`config.mk`:
```
export PLATFORM = sky130hd
export DESIGN_NAME = xbus_seq
export DESIGN_NICKNAME = d
export VERILOG_FILES = /design/src/rtl/xbus_pkg.sv /design/src/rtl/xbus_route.sv /design/src/rtl/xbus_phase_fsm.sv /design/src/rtl/xbus_pins.sv /design/src/rtl/xbus_capture.sv /design/src/rtl/xbus_seq.sv
export SDC_FILE = /design/constraint.sdc
export NUM_CORES = 1
export LEC_CHECK = 0
export BUFFER_PORTS_ARGS = -buffer_cell sky130_fd_sc_hd__clkbuf_2
export CAP_MARGIN = 10
export CORE_MARGIN = 2
export CORE_UTILIZATION = 55
export DETAILED_ROUTE_END_ITERATION = 12
export GPL_TIMING_DRIVEN = 0
export PLACE_DENSITY = 0.85
export SLEW_MARGIN = 20
export SYNTH_ARGS = -nofsm -noshare
export SYNTH_HDL_FRONTEND = slang
export SYNTH_HIERARCHICAL = 1
export SYNTH_SLANG_ARGS = --single-unit
```
`constraint.sdc`:
```
create_clock -name clk -period 3.8 [get_ports clk]
set_clock_uncertainty 0.15 [all_clocks]
set_input_delay 0.19 -clock clk [delete_from_list [all_inputs] [get_ports clk]]
set_output_delay 0.19 -clock clk [all_outputs]
set_load 0.005 [all_outputs]
```
`src/rtl/xbus_pkg.sv`:
```
`timescale 1ns/1ps
package xbus_pkg;

  typedef enum logic [2:0] {
    PH_IDLE = 3'd0,
    PH_ADDR = 3'd1,
    PH_STRB = 3'd2,
    PH_WAIT = 3'd3,
    PH_REL  = 3'd4
  } xb_phase_e;

  // high lane (bits 15:8) used by a word or by an odd byte
  function automatic logic lane_hi(input logic word, input logic a0);
    return word | a0;
  endfunction

  // low lane (bits 7:0) used by a word or by an even byte
  function automatic logic lane_lo(input logic word, input logic a0);
    return word | ~a0;
  endfunction

  // strobe lines are active in the strobe phase and in every wait phase
  function automatic logic in_strobe(input xb_phase_e ph);
    return (ph == PH_STRB) || (ph == PH_WAIT);
  endfunction

  function automatic logic in_bus(input xb_phase_e ph);
    return ph != PH_IDLE;
  endfunction

endpackage

```
`src/rtl/xbus_route.sv`:
```
`timescale 1ns/1ps
module xbus_route #(
  parameter int AW = 16,
  parameter logic [AW-1:0] LOCAL_END = 'h2000,
  parameter logic [AW-1:0] WIN_END   = 'h4000
) (
  input  logic [AW-1:0] addr,
  input  logic          ext_sel_n,
  output logic          offchip
);
  logic in_window;
  logic above_window;

  always_comb begin
    above_window = (addr >= WIN_END);
    in_window    = (addr >= LOCAL_END) && !above_window;
    offchip      = above_window || (in_window && !ext_sel_n);
  end
endmodule

```
`src/rtl/xbus_phase_fsm.sv`:
```
`timescale 1ns/1ps
module xbus_phase_fsm
  import xbus_pkg::*;
#(
  parameter int WLW = 2
) (
  input  logic           clk,
  input  logic           rst_n,
  input  logic           start,
  input  logic           rdy,
  input  logic [WLW-1:0] lim,
  output xb_phase_e      phase,
  output logic [WLW-1:0] wait_cnt,
  output logic           strobe_end
);
  logic extend;

  always_comb begin
    extend     = !rdy && (wait_cnt < lim);
    strobe_end = in_strobe(phase) && !extend;
  end

  always_ff @(posedge clk or negedge rst_n) begin
    if (!rst_n) begin
      phase    <= PH_IDLE;
      wait_cnt <= '0;
    end else begin
      case (phase)
        PH_IDLE: begin
          if (start) begin
            phase    <= PH_ADDR;
            wait_cnt <= '0;
          end
        end
        PH_ADDR: phase <= PH_STRB;
        PH_STRB, PH_WAIT: begin
          if (extend) begin
            phase    <= PH_WAIT;
            wait_cnt <= wait_cnt + WLW'(1);
          end else begin
            phase <= PH_REL;
          end
        end
        PH_REL:  phase <= PH_IDLE;
        default: phase <= PH_IDLE;
      endcase
    end
  end
endmodule

```
`src/rtl/xbus_pins.sv`:
```
`timescale 1ns/1ps
module xbus_pins
  import xbus_pkg::*;
#(
  parameter int AW = 16,
  parameter int DW = 16
) (
  input  xb_phase_e      phase,
  input  logic           adv_mode,
  input  logic           split,
  input  logic           write,
  input  logic           word,
  input  logic           fetch,
  input  logic [AW-1:0]  addr,
  input  logic [DW-1:0]  wdata,
  output logic [DW-1:0]  ad_out,
  output logic           ad_oe,
  output logic           addr_strb,
  output logic           rd_n,
  output logic           wr_lo_n,
  output logic           bhe_wrh_n,
  output logic           inst
);
  localparam int LW = DW / 2;

  logic          busy;
  logic          strb;
  logic          hi;
  logic          lo;
  logic          addr_ph;
  logic [AW-1:0] bus_addr;
  logic [DW-1:0] lane_data;

  always_comb begin
    busy     = in_bus(phase);
    strb     = in_strobe(phase);
    addr_ph  = (phase == PH_ADDR);
    hi       = lane_hi(word, addr[0]);
    lo       = lane_lo(word, addr[0]);
    bus_addr = {addr[AW-1:1], addr[0] & ~word};
    lane_data = word ? wdata : {wdata[LW-1:0], wdata[LW-1:0]};

    addr_strb = adv_mode ? !(addr_ph || strb) : addr_ph;
    rd_n      = !(strb && !write);
    wr_lo_n   = !(strb && write && (!split || lo));
    bhe_wrh_n = split ? !(strb && write && hi) : !(busy && hi);
    inst      = busy && fetch && !write;
    ad_oe     = addr_ph || (write && (strb || phase == PH_REL));

    if (addr_ph)    ad_out = DW'(bus_addr);
    else if (ad_oe) ad_out = lane_data;
    else            ad_out = '0;
  end
endmodule

```
`src/rtl/xbus_capture.sv`:
```
`timescale 1ns/1ps
module xbus_capture #(
  parameter int DW = 16
) (
  input  logic          clk,
  input  logic          rst_n,
  input  logic          capture,
  input  logic          word,
  input  logic          a0,
  input  logic [DW-1:0] ad_in,
  output logic [DW-1:0] rdata
);
  localparam int LW = DW / 2;

  function automatic logic [DW-1:0] pick_lane(input logic w, input logic odd,
                                              input logic [DW-1:0] bus);
    if (w)        return bus;
    else if (odd) return {{LW{1'b0}}, bus[DW-1:LW]};
    else          return {{LW{1'b0}}, bus[LW-1:0]};
  endfunction

  always_ff @(posedge clk or negedge rst_n) begin
    if (!rst_n)       rdata <= '0;
    else if (capture) rdata <= pick_lane(word, a0, ad_in);
  end
endmodule

```
`src/rtl/xbus_seq.sv`:
```
`timescale 1ns/1ps
module xbus_seq
  import xbus_pkg::*;
#(
  parameter int AW  = 16,
  parameter int DW  = 16,
  parameter int WLW = 2
) (
  input  logic           clk,
  input  logic           rst_n,
  input  logic           req_valid,
  input  logic           req_write,
  input  logic           req_word,
  input  logic           req_fetch,
  input  logic [AW-1:0]  req_addr,
  input  logic [DW-1:0]  req_wdata,
  output logic           req_rdy,
  output logic           done,
  output logic           done_local,
  output logic [DW-1:0]  rdata,
  input  logic           cfg_adv_mode,
  input  logic           cfg_split_wr,
  input  logic [WLW-1:0] cfg_wait_lim,
  input  logic           ext_sel_n,
  input  logic           bus_rdy,
  input  logic [DW-1:0]  ad_in,
  output logic [DW-1:0]  ad_out,
  output logic           ad_oe,
  output logic           addr_strb,
  output logic           rd_n,
  output logic           wr_lo_n,
  output logic           bhe_wrh_n,
  output logic           inst
);
  xb_phase_e      phase;
  logic [WLW-1:0] wait_cnt;
  logic           strobe_end;
  logic           offchip;
  logic           accept;
  logic           start;

  // named events for the checker
  logic ph_idle, ph_addr, ph_strb, ph_wait, ph_rel;

  // request and configuration held for the cycle
  logic           wr_q, word_q, fetch_q, loc_q;
  logic [AW-1:0]  addr_q;
  logic [DW-1:0]  wdata_q;
  logic           adv_q, split_q;
  logic [WLW-1:0] lim_q;

  always_comb begin
    ph_idle = (phase == PH_IDLE);
    ph_addr = (phase == PH_ADDR);
    ph_strb = (phase == PH_STRB);
    ph_wait = (phase == PH_WAIT);
    ph_rel  = (phase == PH_REL);
    accept  = req_valid && ph_idle;
    start   = accept && offchip;
  end

  xbus_route #(.AW(AW)) u_route (
    .addr      (req_addr),
    .ext_sel_n (ext_sel_n),
    .offchip   (offchip)
  );

  always_ff @(posedge clk or negedge rst_n) begin
    if (!rst_n) begin
      wr_q    <= 1'b0;
      word_q  <= 1'b0;
      fetch_q <= 1'b0;
      loc_q   <= 1'b0;
      addr_q  <= '0;
      wdata_q <= '0;
      adv_q   <= 1'b0;
      split_q <= 1'b0;
      lim_q   <= '0;
    end else begin
      loc_q <= accept && !offchip;
      if (ph_idle) begin
        adv_q   <= cfg_adv_mode;
        split_q <= cfg_split_wr;
        lim_q   <= cfg_wait_lim;
      end
      if (start) begin
        wr_q    <= req_write;
        word_q  <= req_word;
        fetch_q <= req_fetch;
        addr_q  <= req_addr;
        wdata_q <= req_wdata;
      end
    end
  end

  xbus_phase_fsm #(.WLW(WLW)) u_fsm (
    .clk        (clk),
    .rst_n      (rst_n),
    .start      (start),
    .rdy        (bus_rdy),
    .lim        (lim_q),
    .phase      (phase),
    .wait_cnt   (wait_cnt),
    .strobe_end (strobe_end)
  );

  xbus_pins #(.AW(AW), .DW(DW)) u_pins (
    .phase     (phase),
    .adv_mode  (adv_q),
    .split     (split_q),
    .write     (wr_q),
    .word      (word_q),
    .fetch     (fetch_q),
    .addr      (addr_q),
    .wdata     (wdata_q),
    .ad_out    (ad_out),
    .ad_oe     (ad_oe),
    .addr_strb (addr_strb),
    .rd_n      (rd_n),
    .wr_lo_n   (wr_lo_n),
    .bhe_wrh_n (bhe_wrh_n),
    .inst      (inst)
  );

  xbus_capture #(.DW(DW)) u_cap (
    .clk     (clk),
    .rst_n   (rst_n),
    .capture (strobe_end && !wr_q),
    .word    (word_q),
    .a0      (addr_q[0]),
    .ad_in   (ad_in),
    .rdata   (rdata)
  );

  always_comb begin
    req_rdy    = ph_idle;
    done       = ph_rel || loc_q;
    done_local = loc_q;
  end
endmodule

```
==> flow_metrics.env, run 1 <==
export IMPL_path_cells="nor3_4 -> and3_4 -> buf_12 -> buf_12 -> or4b_1 -> nand2_1 -> mux2i_1"
export IMPL_r2r_slack_ns=1.44
export IMPL_post_synth_cell_area_avg_um2=12.79
export IMPL_layout_drive_gt1_share_pct=47.67
export IMPL_power_density_nw_per_um2=743.4
export IMPL_clkPwrFrac_pct=17.3
export IMPL_cp_start_kind="register"
export IMPL_yosysTopAreaCell="dfrtp_1"
export IMPL_wl_mm=8.439
export IMPL_period_share_pct=62.03
export IMPL_dieArea_um2=6613
export IMPL_max_stage_delay_ns=0.51
export IMPL_rows=28
export IMPL_syn_nets=318
export IMPL_drtPass1Iterations=4
export IMPL_syn_area_um2=3288
export IMPL_cts_setup_buffers=0
export IMPL_drv_cap=0
export IMPL_outcome="finished, final reports clean"
export IMPL_antenna_found_initial=0
export IMPL_clk_pin_slew_worst_paths_ns=0.07
export IMPL_fin_crit_ns=2.357
export IMPL_peakVddDrop_mv=0.4807
export IMPL_synth_seq_cells=61
export IMPL_tightest_slew_ns=0.4360
export IMPL_synthTopCellsByArea="dfrtp_1, mux2_4, mux2_2, mux2i_1, o211ai_2"
export IMPL_pwr_share_seq_pct=35.4
export IMPL_n_fill_cell=351
export IMPL_hpwl_mm=5.294
export IMPL_port_buffers=100
export IMPL_setup_viol=0
export IMPL_switchingPower_mw=1.221
export IMPL_holdWs_ns=0.01858
export IMPL_switching_share_pct=35.12
export IMPL_ys_seq_area_share_pct=46.42
export IMPL_place_congestion=0.7609
export IMPL_syn_to_final_growth_pct=42.28
export IMPL_ant_nets=0
export IMPL_yosysWarningCount=6
export IMPL_max_slew_margin_pct=70.90
export IMPL_arrival_ns=2.42
export IMPL_fmax_mhz=424.2
export IMPL_worstSkewPairLatency_ns=0.33
export IMPL_cp_end_kind="register"
export IMPL_clk_path_buf_depth=2
export IMPL_leakage_nw=2.263
export IMPL_die_h_um=81.32
export IMPL_drtIter0Drc=147
export IMPL_grt_pass1_wl_mm=12.81
export IMPL_critPathKind="reg2reg"
export IMPL_hold_class="in2reg"
export IMPL_register_area_um2=1526
export IMPL_post_cts_resize_count=0
export IMPL_netlist_cell_type_count=45
export IMPL_slowest_stage="or4b_1"
export IMPL_die_x_um=81.32
export IMPL_drt_wirelength_per_cell_um=16.68
export IMPL_critPathMaxFanout=10
export IMPL_cts_root_buf="clkbuf_8"
export IMPL_place_inst=433
export IMPL_final_nets=486
export IMPL_grt_pass1_vias=2676
export IMPL_power_mw=3.478
export IMPL_cts_buffers=9
export IMPL_fp_coreArea_um2=5851
export IMPL_pwr_share_comb_pct=47.3
export IMPL_multi_input_area_um2=1531
export IMPL_cpMostUsedCell="buf_12"
export IMPL_synthCells=257
export IMPL_final_common_cell="clkbuf_2"
export IMPL_gr_total_overflow=0
export IMPL_grt_use_total_pct=26.24
export IMPL_h_tree_depth=3
export IMPL_viasPerCell=5.229
export IMPL_yosysTopAreaCellShare_pct=46.42
export IMPL_tritoncts="done"
export IMPL_via_count=2646
export IMPL_clkSinkCount=61
export IMPL_maxSlewViolCount=0
export IMPL_intPower_mw=2.256
export IMPL_hold_violations=0
export IMPL_rsz0062_at_grt="no"
export IMPL_grt_max_degree=40
export IMPL_ioPinCount=101
export IMPL_layout_cells_non_filler=506
export IMPL_final_cell_mix="clkbuf_2, dfrtp_1, dlygate4sd3_1, mux2_4, nand2_1"
export IMPL_timing_setup_tns_ns=0
export IMPL_start_util_pct=56.20
export IMPL_drc=0
export IMPL_cp_data_required_time_ns=3.87
## per-stage QoR
| stage | util, % | area [um^2] | setup WS (ns) |
|---|---|---|---|
| finish | 79.96 | 4678 | 1.443 |
| global placement | 66.36 | 3882 | 1.490 |
| floorplan | - | 3288 | 1.654 |
| global route | 79.92 | 4676 | 1.339 |
| detailed placement | 66.75 | 3905 | 1.441 |
| CTS | 79.92 | 4676 | 1.437 |
## kinds of logic (layout without fill, tap and decap cells)
group,count (synthesis),in the layout,synth area share (%)
xor+xnor,1,1,0.2664
fa+ha+maj,1,1,0.3805
flops,61,61,46.42
mux,50,50,20.02
buf+inv,29,202,7.002
other cells,0,1,0
compound gates,44,44,11.45
simple gates,71,71,14.46
## power groups by stage
stage          clock network (mW)  logic [mW]  registers [mW]
4_1_cts                     0.614        1.63            1.22
3_3_place_gp                    0        1.53            1.20
3_5_place_dp                    0        1.57            1.23
2_1_floorplan                   0        1.16            1.16
5_1_grt                     0.638        1.77            1.27
6_report                    0.602        1.64            1.23
## cells in the mapped netlist, drive strengths merged
master / instances
and2: 1
mux2: 39
nor2b: 4
nor3b: 3
nor3: 4
and3b: 1
a211oi: 1
a21o: 2
xnor2: 1
nand4b: 8
a21oi: 3
dfrtp: 61
or2: 1
nand2b: 10
nand3b: 1
a2111oi: 1
o211ai: 8
nand2: 20
buf: 14
o21ba: 1
a22o: 8
ha: 1
or3b: 1
nand3: 8
mux2i: 11
o21ai: 20
clkbuf: 2
and3: 1
or4b: 2
nand4bb: 1
nor2: 5
inv: 13
## path summary, 6_finish.rpt
| check | endpoint | startpoint | depth (start not counted) |
|---|---|---|---|
| worst max-delay path | u_fsm/wait_cnt[0] | u_fsm/phase[2] | 7 |
| worst min-delay path | u_cap/rdata[7] | ad_in[15] | 3 |
| worst max register to register | u_fsm/wait_cnt[0] | u_fsm/phase[2] | 7 |
| worst min register to register | u_cap/rdata[5] | u_cap/rdata[5] | 2 |
| max in group asynchronous | wdata_q[2] | rst_n | 3 |
| min in group asynchronous | u_cap/rdata[10] | rst_n | 2 |
## registers in the layout (all words and copies together) (netlist names)
name,cells
wr_q,1
u_fsm/phase,3
adv_q,1
u_cap/rdata,16
word_q,1
addr_q,16
wdata_q,16
done_local,1
fetch_q,1
lim_q,2
u_fsm/wait_cnt,2
split_q,1
## layer usage
layer  global-route usage, %  up-vias  routed length (um)
met4                   8.136        0                 104
met5                       0        -                   0
li1                        -     1253                   -
met2                   44.51       90                4343
met3                   6.333       11                 452
met1                   33.05     1292                3538
## layout make-up
cell class | count | share of cell area, %
Antenna cell | 1 | 0.05349
Multi-Input combinational cell | 167 | 32.74
Clock buffer | 12 | 3.530
Sequential cell | 61 | 32.63
Inverter | 13 | 1.043
Clock inverter | 4 | 0.9628
Timing Repair Buffer | 157 | 23.16
Buffer | 16 | 3.878
Tap cell | 75 | 2.006
## repair_timing
action	4_1_cts	5_1_grt
endpoints found under the setup margin	0	0
hold endpoints to repair	116	0
hold buffers	56	0
## worst max-delay path, delay by kind of cell (launching register included)
kind                   cells  cell delay (ns)
muxes                      1             0.06
and+or+nand+nor            4             1.25
DFF                        1             0.48
buffers and inverters      2             0.30
(Power assumes the default switching activity.)
==> run 2, diff against run 1 <==
--- a/config.mk
+++ b/config.mk
@@ -8,10 +8,10 @@
 export BUFFER_PORTS_ARGS = -buffer_cell sky130_fd_sc_hd__clkbuf_2
 export CAP_MARGIN = 10
 export CORE_MARGIN = 2
-export CORE_UTILIZATION = 55
+export CORE_UTILIZATION = 46
 export DETAILED_ROUTE_END_ITERATION = 12
 export GPL_TIMING_DRIVEN = 0
-export PLACE_DENSITY = 0.85
+export PLACE_DENSITY = 0.76
 export SLEW_MARGIN = 20
 export SYNTH_ARGS = -nofsm -noshare
 export SYNTH_HDL_FRONTEND = slang
==> constraint.sdc (replaced) <==
create_clock -name clk -period 1.9 [get_ports clk]
set_clock_uncertainty 0.15 [all_clocks]
set_input_delay 0.095 -clock clk [delete_from_list [all_inputs] [get_ports clk]]
set_output_delay 0.095 -clock clk [all_outputs]
set_load 0.005 [all_outputs]
==> flow_metrics.env, run 2 (same netlist as run 1, synthesis figures left out) <==
export IMPL_arrival_ns=1.66
export IMPL_drc=0
export IMPL_n_fill_cell=482
export IMPL_grt_busiest_layer="met2"
export IMPL_critPathKind="reg2out"
export IMPL_gr_usage_met3_pct=5.504
export IMPL_die_h_um=88.55
export IMPL_worstSetupStartpoint="u_fsm/phase[2]"
export IMPL_period_share_pct=100.1
export IMPL_power_density_nw_per_um2=1443
export IMPL_max_slew_margin_pct=75.19
export IMPL_leakage_nw=2.383
export IMPL_clk_path_buf_depth=2
export IMPL_rows=30
export IMPL_setup_viol=1
export IMPL_grtUsageMet2_pct=38.76
export IMPL_cts_buffers=9
export IMPL_grt_pass1_wl_mm=13.32
export IMPL_final_cell_mix="clkbuf_2, dlygate4sd3_1, dfrtp_1, mux2_4"
export IMPL_layout_cells_non_filler=547
export IMPL_hold_class="in2reg"
export IMPL_peakVddDrop_mv=0.6538
export IMPL_viasPerCell=4.987
export IMPL_cp_end_kind="primary output"
export IMPL_fin_crit_ns=1.901
export IMPL_cp_depth=5
export IMPL_via_count=2728
export IMPL_max_stage_delay_ns=0.44
export IMPL_grt_pass1_vias=2826
export IMPL_crit_buf_inv=2
export IMPL_port_buffers=100
export IMPL_tightest_slew_ns=0.3628
export IMPL_r2r_cells=8
export IMPL_dp_worst_setup_slack_ns=-0.4416
export IMPL_wl_mm=8.771
export IMPL_ioPinCount=101
export IMPL_die_x_um=88.55
export IMPL_tritoncts="done"
export IMPL_drv_cap=0
export IMPL_critPathMaxFanout=8
export IMPL_drtIter0Drc=141
export IMPL_worstSkewPairLatency_ns=0.34
export IMPL_cp_start_kind="register"
export IMPL_dieArea_um2=7840
export IMPL_hold_depth=3
export IMPL_h_tree_depth=3
export IMPL_final_common_cell="clkbuf_2"
export IMPL_worstReg2RegStart="u_fsm/wait_cnt[1]"
export IMPL_grt_use_total_pct=22.92
export IMPL_clkSinkCount=61
export IMPL_path_cells="buf_6 -> nand3b_1 -> nand2_2 -> a22o_2 -> clkbuf_2"
export IMPL_rsz0062_at_grt="yes"
export IMPL_use_met1_pct=27.65
export IMPL_reg_top3="addr_q x16, u_cap/rdata x16, wdata_q x16"
export IMPL_antenna_found_initial=0
export IMPL_layout_drive_gt1_share_pct=54.32
export IMPL_place_inst=454
export IMPL_ant_nets=0
export IMPL_drtPass1Iterations=4
export IMPL_final_nets=509
export IMPL_cts_root_buf="clkbuf_8"
export IMPL_outcome="finished with violations"
export IMPL_syn_to_final_growth_pct=50.57
export IMPL_hpwl_mm=5.270
export IMPL_fmax_mhz=526.0
export IMPL_place_congestion=0.8271
export IMPL_diodes=0
export IMPL_maxSlewViolCount=0
export IMPL_clk_pin_slew_worst_paths_ns=0.06
export IMPL_cp_top_family="flip-flops"
export IMPL_cp_data_required_time_ns=1.65
export IMPL_grt_max_degree=49
export IMPL_slowest_stage="dfrtp_2"
export IMPL_hold_violations=0
export IMPL_setup_slack_ns=-0.0009922
export IMPL_start_util_pct=47.87
export IMPL_hp_start="ext_sel_n"
export IMPL_gr_total_overflow=0
export IMPL_drt_wirelength_per_cell_um=16.03
export IMPL_fp_coreArea_um2=6869
export IMPL_failed_checks="negative setup slack"
[run 2: cell types whose count changed in the layout (fill, tap and decap cells not counted), moves of 5 or more]
cell / delta
buf_4: +15
nand2_2: +7
dfrtp_1: -5
nand2_1: -7
clkbuf_2: -7
buf_2: +7
dfrtp_2: +5
buf_6: +8
[run 2: final timing paths]
| check | to | slack, ns |
|---|---|---|
| setup / recovery | ad_out[5] | -0.001 |
| hold / removal | done_local | 0.03 |
| setup reg to reg | u_cap/rdata[5] | 0.04 |
| hold reg to reg | u_cap/rdata[5] | 0.35 |
| max in group asynchronous | u_fsm/phase[2] | 1.00 |
| min in group asynchronous | u_cap/rdata[14] | 0.06 |
[run 2: final cells by class]
type / instances / area, um^2 / share of cell area (%)
multi-input combinational: 167 / 1597 / 32.25
sequential: 61 / 1533 / 30.96
inverter: 13 / 48.80 / 0.9856
buffer: 13 / 160.2 / 3.235
timing repair buffer: 183 / 1328 / 26.81
tap: 96 / 120.1 / 2.426
clock buffer: 12 / 155.1 / 3.134
clock inverter: 2 / 10.01 / 0.2022
[run 2: stage by stage]
stage | util, % | instance area [um^2] | hold WS, ns | total power [mW] | setup TNS [ns]
after floorplan | - | 3293 | -0.3506 | 4.660 | -0.6490
after global placement | 56.98 | 3914 | 0.1776 | 5.518 | -5.902
after detailed placement | 57.41 | 3944 | -0.1550 | 5.623 | -7.534
after CTS | 70.00 | 4808 | 0.02198 | 6.942 | -0.08061
after global routing | 72.08 | 4951 | 0.009910 | 7.613 | -1.034
final | 72.08 | 4951 | 0.02889 | 7.144 | -0.0009922
[run 2: layer usage]
layer / share of wire, % / routed length (um) / up-vias
met2: 49 / 4318 / 99
met5: 0 / 0 / -
met3: 5.1 / 445 / 17
met1: 43 / 3804 / 1316
met4: 2.3 / 203 / 0
li1: - / - / 1296
[run 2: timing repair]
item,in CTS,in global routing
hold buffers,58,0
endpoints found under the setup margin,67,40
pin swaps,9,14
gates cloned,1,5
setup buffers,12,6
endpoints found under the hold margin,118,0
resized for setup,13,40
[run 2: where the power goes]
group	switching, mW	internal (mW)	total (mW)	leakage, nW
clock	0.484	0.526	1.01	0.0881
sequential	0.520	1.93	2.45	0.736
combinational	1.51	2.17	3.68	1.56
[run 2: worst min-delay path, cell delays in order]
cell      delay [ns]
clkbuf_2        0.09
o21ai_2         0.07
and3b_2         0.22
==> run 3, diff against run 2 <==
--- a/config.mk
+++ b/config.mk
@@ -7,6 +7,7 @@
 export LEC_CHECK = 0
 export BUFFER_PORTS_ARGS = -buffer_cell sky130_fd_sc_hd__clkbuf_2
 export CAP_MARGIN = 10
+export CORE_ASPECT_RATIO = 0.75
 export CORE_MARGIN = 2
 export CORE_UTILIZATION = 46
 export DETAILED_ROUTE_END_ITERATION = 12
==> flow_metrics.env, run 3 (same netlist as run 1, synthesis figures left out) <==
export IMPL_drv_cap=0
export IMPL_cp_start_kind="register"
export IMPL_path_cells="buf_4 -> nor3_4 -> and3_4 -> buf_12 -> or4b_4 -> nand2_2 -> mux2i_1"
export IMPL_diodes=0
export IMPL_drtIter0Drc=96
export IMPL_ant_nets=0
export IMPL_cts_root_buf="clkbuf_8"
export IMPL_placed_area_um2=3946
export IMPL_antenna_found_initial=0
export IMPL_grt_pass1_wl_mm=14.61
export IMPL_worstSkewPairLatency_ns=0.35
export IMPL_syn_to_final_growth_pct=55.82
export IMPL_gr_total_overflow=0
export IMPL_h_tree_depth=3
export IMPL_grt_pass1_vias=2910
export IMPL_power_density_nw_per_um2=1492
export IMPL_port_buffers=100
export IMPL_hpwl_mm=5.542
export IMPL_drtPass1Iterations=4
export IMPL_max_stage_delay_ns=0.50
export IMPL_tightest_slew_ns=0.3808
export IMPL_drt_wirelength_per_cell_um=17.48
export IMPL_maxSlewViolCount=0
export IMPL_setup_viol=25
export IMPL_dieArea_um2=7847
export IMPL_fp_coreArea_um2=6864
export IMPL_power_mw=7.643
export IMPL_cp_data_required_time_ns=1.98
export IMPL_rsz0062_at_grt="yes"
export IMPL_crit_buf_inv=2
export IMPL_slowest_stage="or4b_4"
export IMPL_layout_drive_gt1_share_pct=55.53
export IMPL_cp_top_family="simple AND/OR/NAND/NOR gates"
export IMPL_hold_violations=0
export IMPL_arrival_ns=2.04
export IMPL_die_h_um=77.22
export IMPL_start_util_pct=47.90
export IMPL_tritoncts="done"
export IMPL_drc=0
export IMPL_grt_max_degree=47
export IMPL_hold_class="in2async"
export IMPL_place_congestion=0.8336
export IMPL_final_common_cell="clkbuf_2"
export IMPL_clk_path_buf_depth=2
export IMPL_ioPinCount=101
export IMPL_final_core_util_pct=74.64
export IMPL_critPathKind="reg2reg"
export IMPL_period_share_pct=103.1
export IMPL_final_nets=518
export IMPL_wl_mm=9.773
export IMPL_holdWs_ns=0.03491
export IMPL_cp_end_kind="register"
export IMPL_viasPerCell=5.023
export IMPL_cts_buffers=9
export IMPL_via_count=2808
export IMPL_clkSinkCount=61
export IMPL_fin_crit_ns=1.959
export IMPL_max_slew_margin_pct=73.96
export IMPL_reg_top3="addr_q x16, u_cap/rdata x16, wdata_q x16"
export IMPL_clk_pin_slew_worst_paths_ns=0.07
export IMPL_setup_slack_ns=-0.05944
export IMPL_leakage_nw=2.470
export IMPL_grt_use_total_pct=25.01
export IMPL_rows=26
export IMPL_final_cell_mix="clkbuf_2, dlygate4sd3_1, dfrtp_1, mux2_4, buf_4"
export IMPL_die_x_um=101.6
export IMPL_dp_worst_setup_slack_ns=-0.4025
export IMPL_critPathMaxFanout=3
export IMPL_fmax_mhz=510.4
export IMPL_fin_area_um2=5124
export IMPL_outcome="finished with violations"
export IMPL_failed_checks="negative setup slack"
export IMPL_peakVddDrop_mv=0.7878
-- run 3: changes by cell type in the layout (fill, tap and decap cells not counted), sizes merged --
| cell | before | now |
|---|---|---|
| clkinvlp | 0 | 1 |
| clkinv | 2 | 3 |
| buf | 45 | 48 |
| dlymetal6s4s | 0 | 1 |
| clkbuf | 105 | 108 |
| bufinv | 0 | 1 |
-- run 3: final cells by class --
class / count / area (um^2)
fillers: 461 / 1740
multi-input cells: 167 / 1648
flip-flops and latches: 61 / 1533
repair buffers: 191 / 1411
plain buffers: 14 / 180.2
clock buffers: 10 / 127.6
well taps: 98 / 122.6
clock inverters: 5 / 52.55
inverters: 13 / 48.80
-- run 3: layer usage --
metal  part of all wire (%)  track usage [%]  wire (um)  vias up
li1                       -                -          -     1310
met1                     39            29.38       3849     1358
met2                     53            43.16       5161      119
met3                    5.6            5.743        545       21
met4                    2.2            11.08        216        0
met5                      0                0          0        -
-- run 3: repair_timing --
item / in CTS / in global routing
buffers inserted: 19 / 6
endpoints found under the setup margin: 66 / 35
hold buffers: 59 / 0
gates resized for setup: 15 / 40
hold endpoints to repair: 118 / 0
pin swaps: 13 / 17
gates cloned: 0 / 6
-- run 3: power breakdown --
group | internal [mW] | switching [mW]
logic | 2.39 | 1.65
clock network | 0.591 | 0.518
registers | 1.93 | 0.555
-- run 3: per-stage QoR --
stage	TNS, ns	cells
2_1_floorplan	-0.6490	257
3_3_place_gp	-6.217	455
3_5_place_dp	-7.172	456
4_1_cts	-0.3121	547
5_1_grt	-2.267	559
6_report	-0.7324	559
-- run 3: worst paths after layout --
path | start | end | slack, ns | cells after the start
min in group clk | ext_sel_n | done_local | 0.17 | 4
hold reg to reg | fetch_q | fetch_q | 0.36 | 1
hold / removal | rst_n | u_cap/rdata[14] | 0.03 | 2
setup reg to reg | u_fsm/phase[2] | u_fsm/wait_cnt[1] | -0.06 | 7
max in group asynchronous | rst_n | u_fsm/phase[2] | 1.05 | 3
setup / recovery | u_fsm/phase[2] | u_fsm/wait_cnt[1] | -0.06 | 7
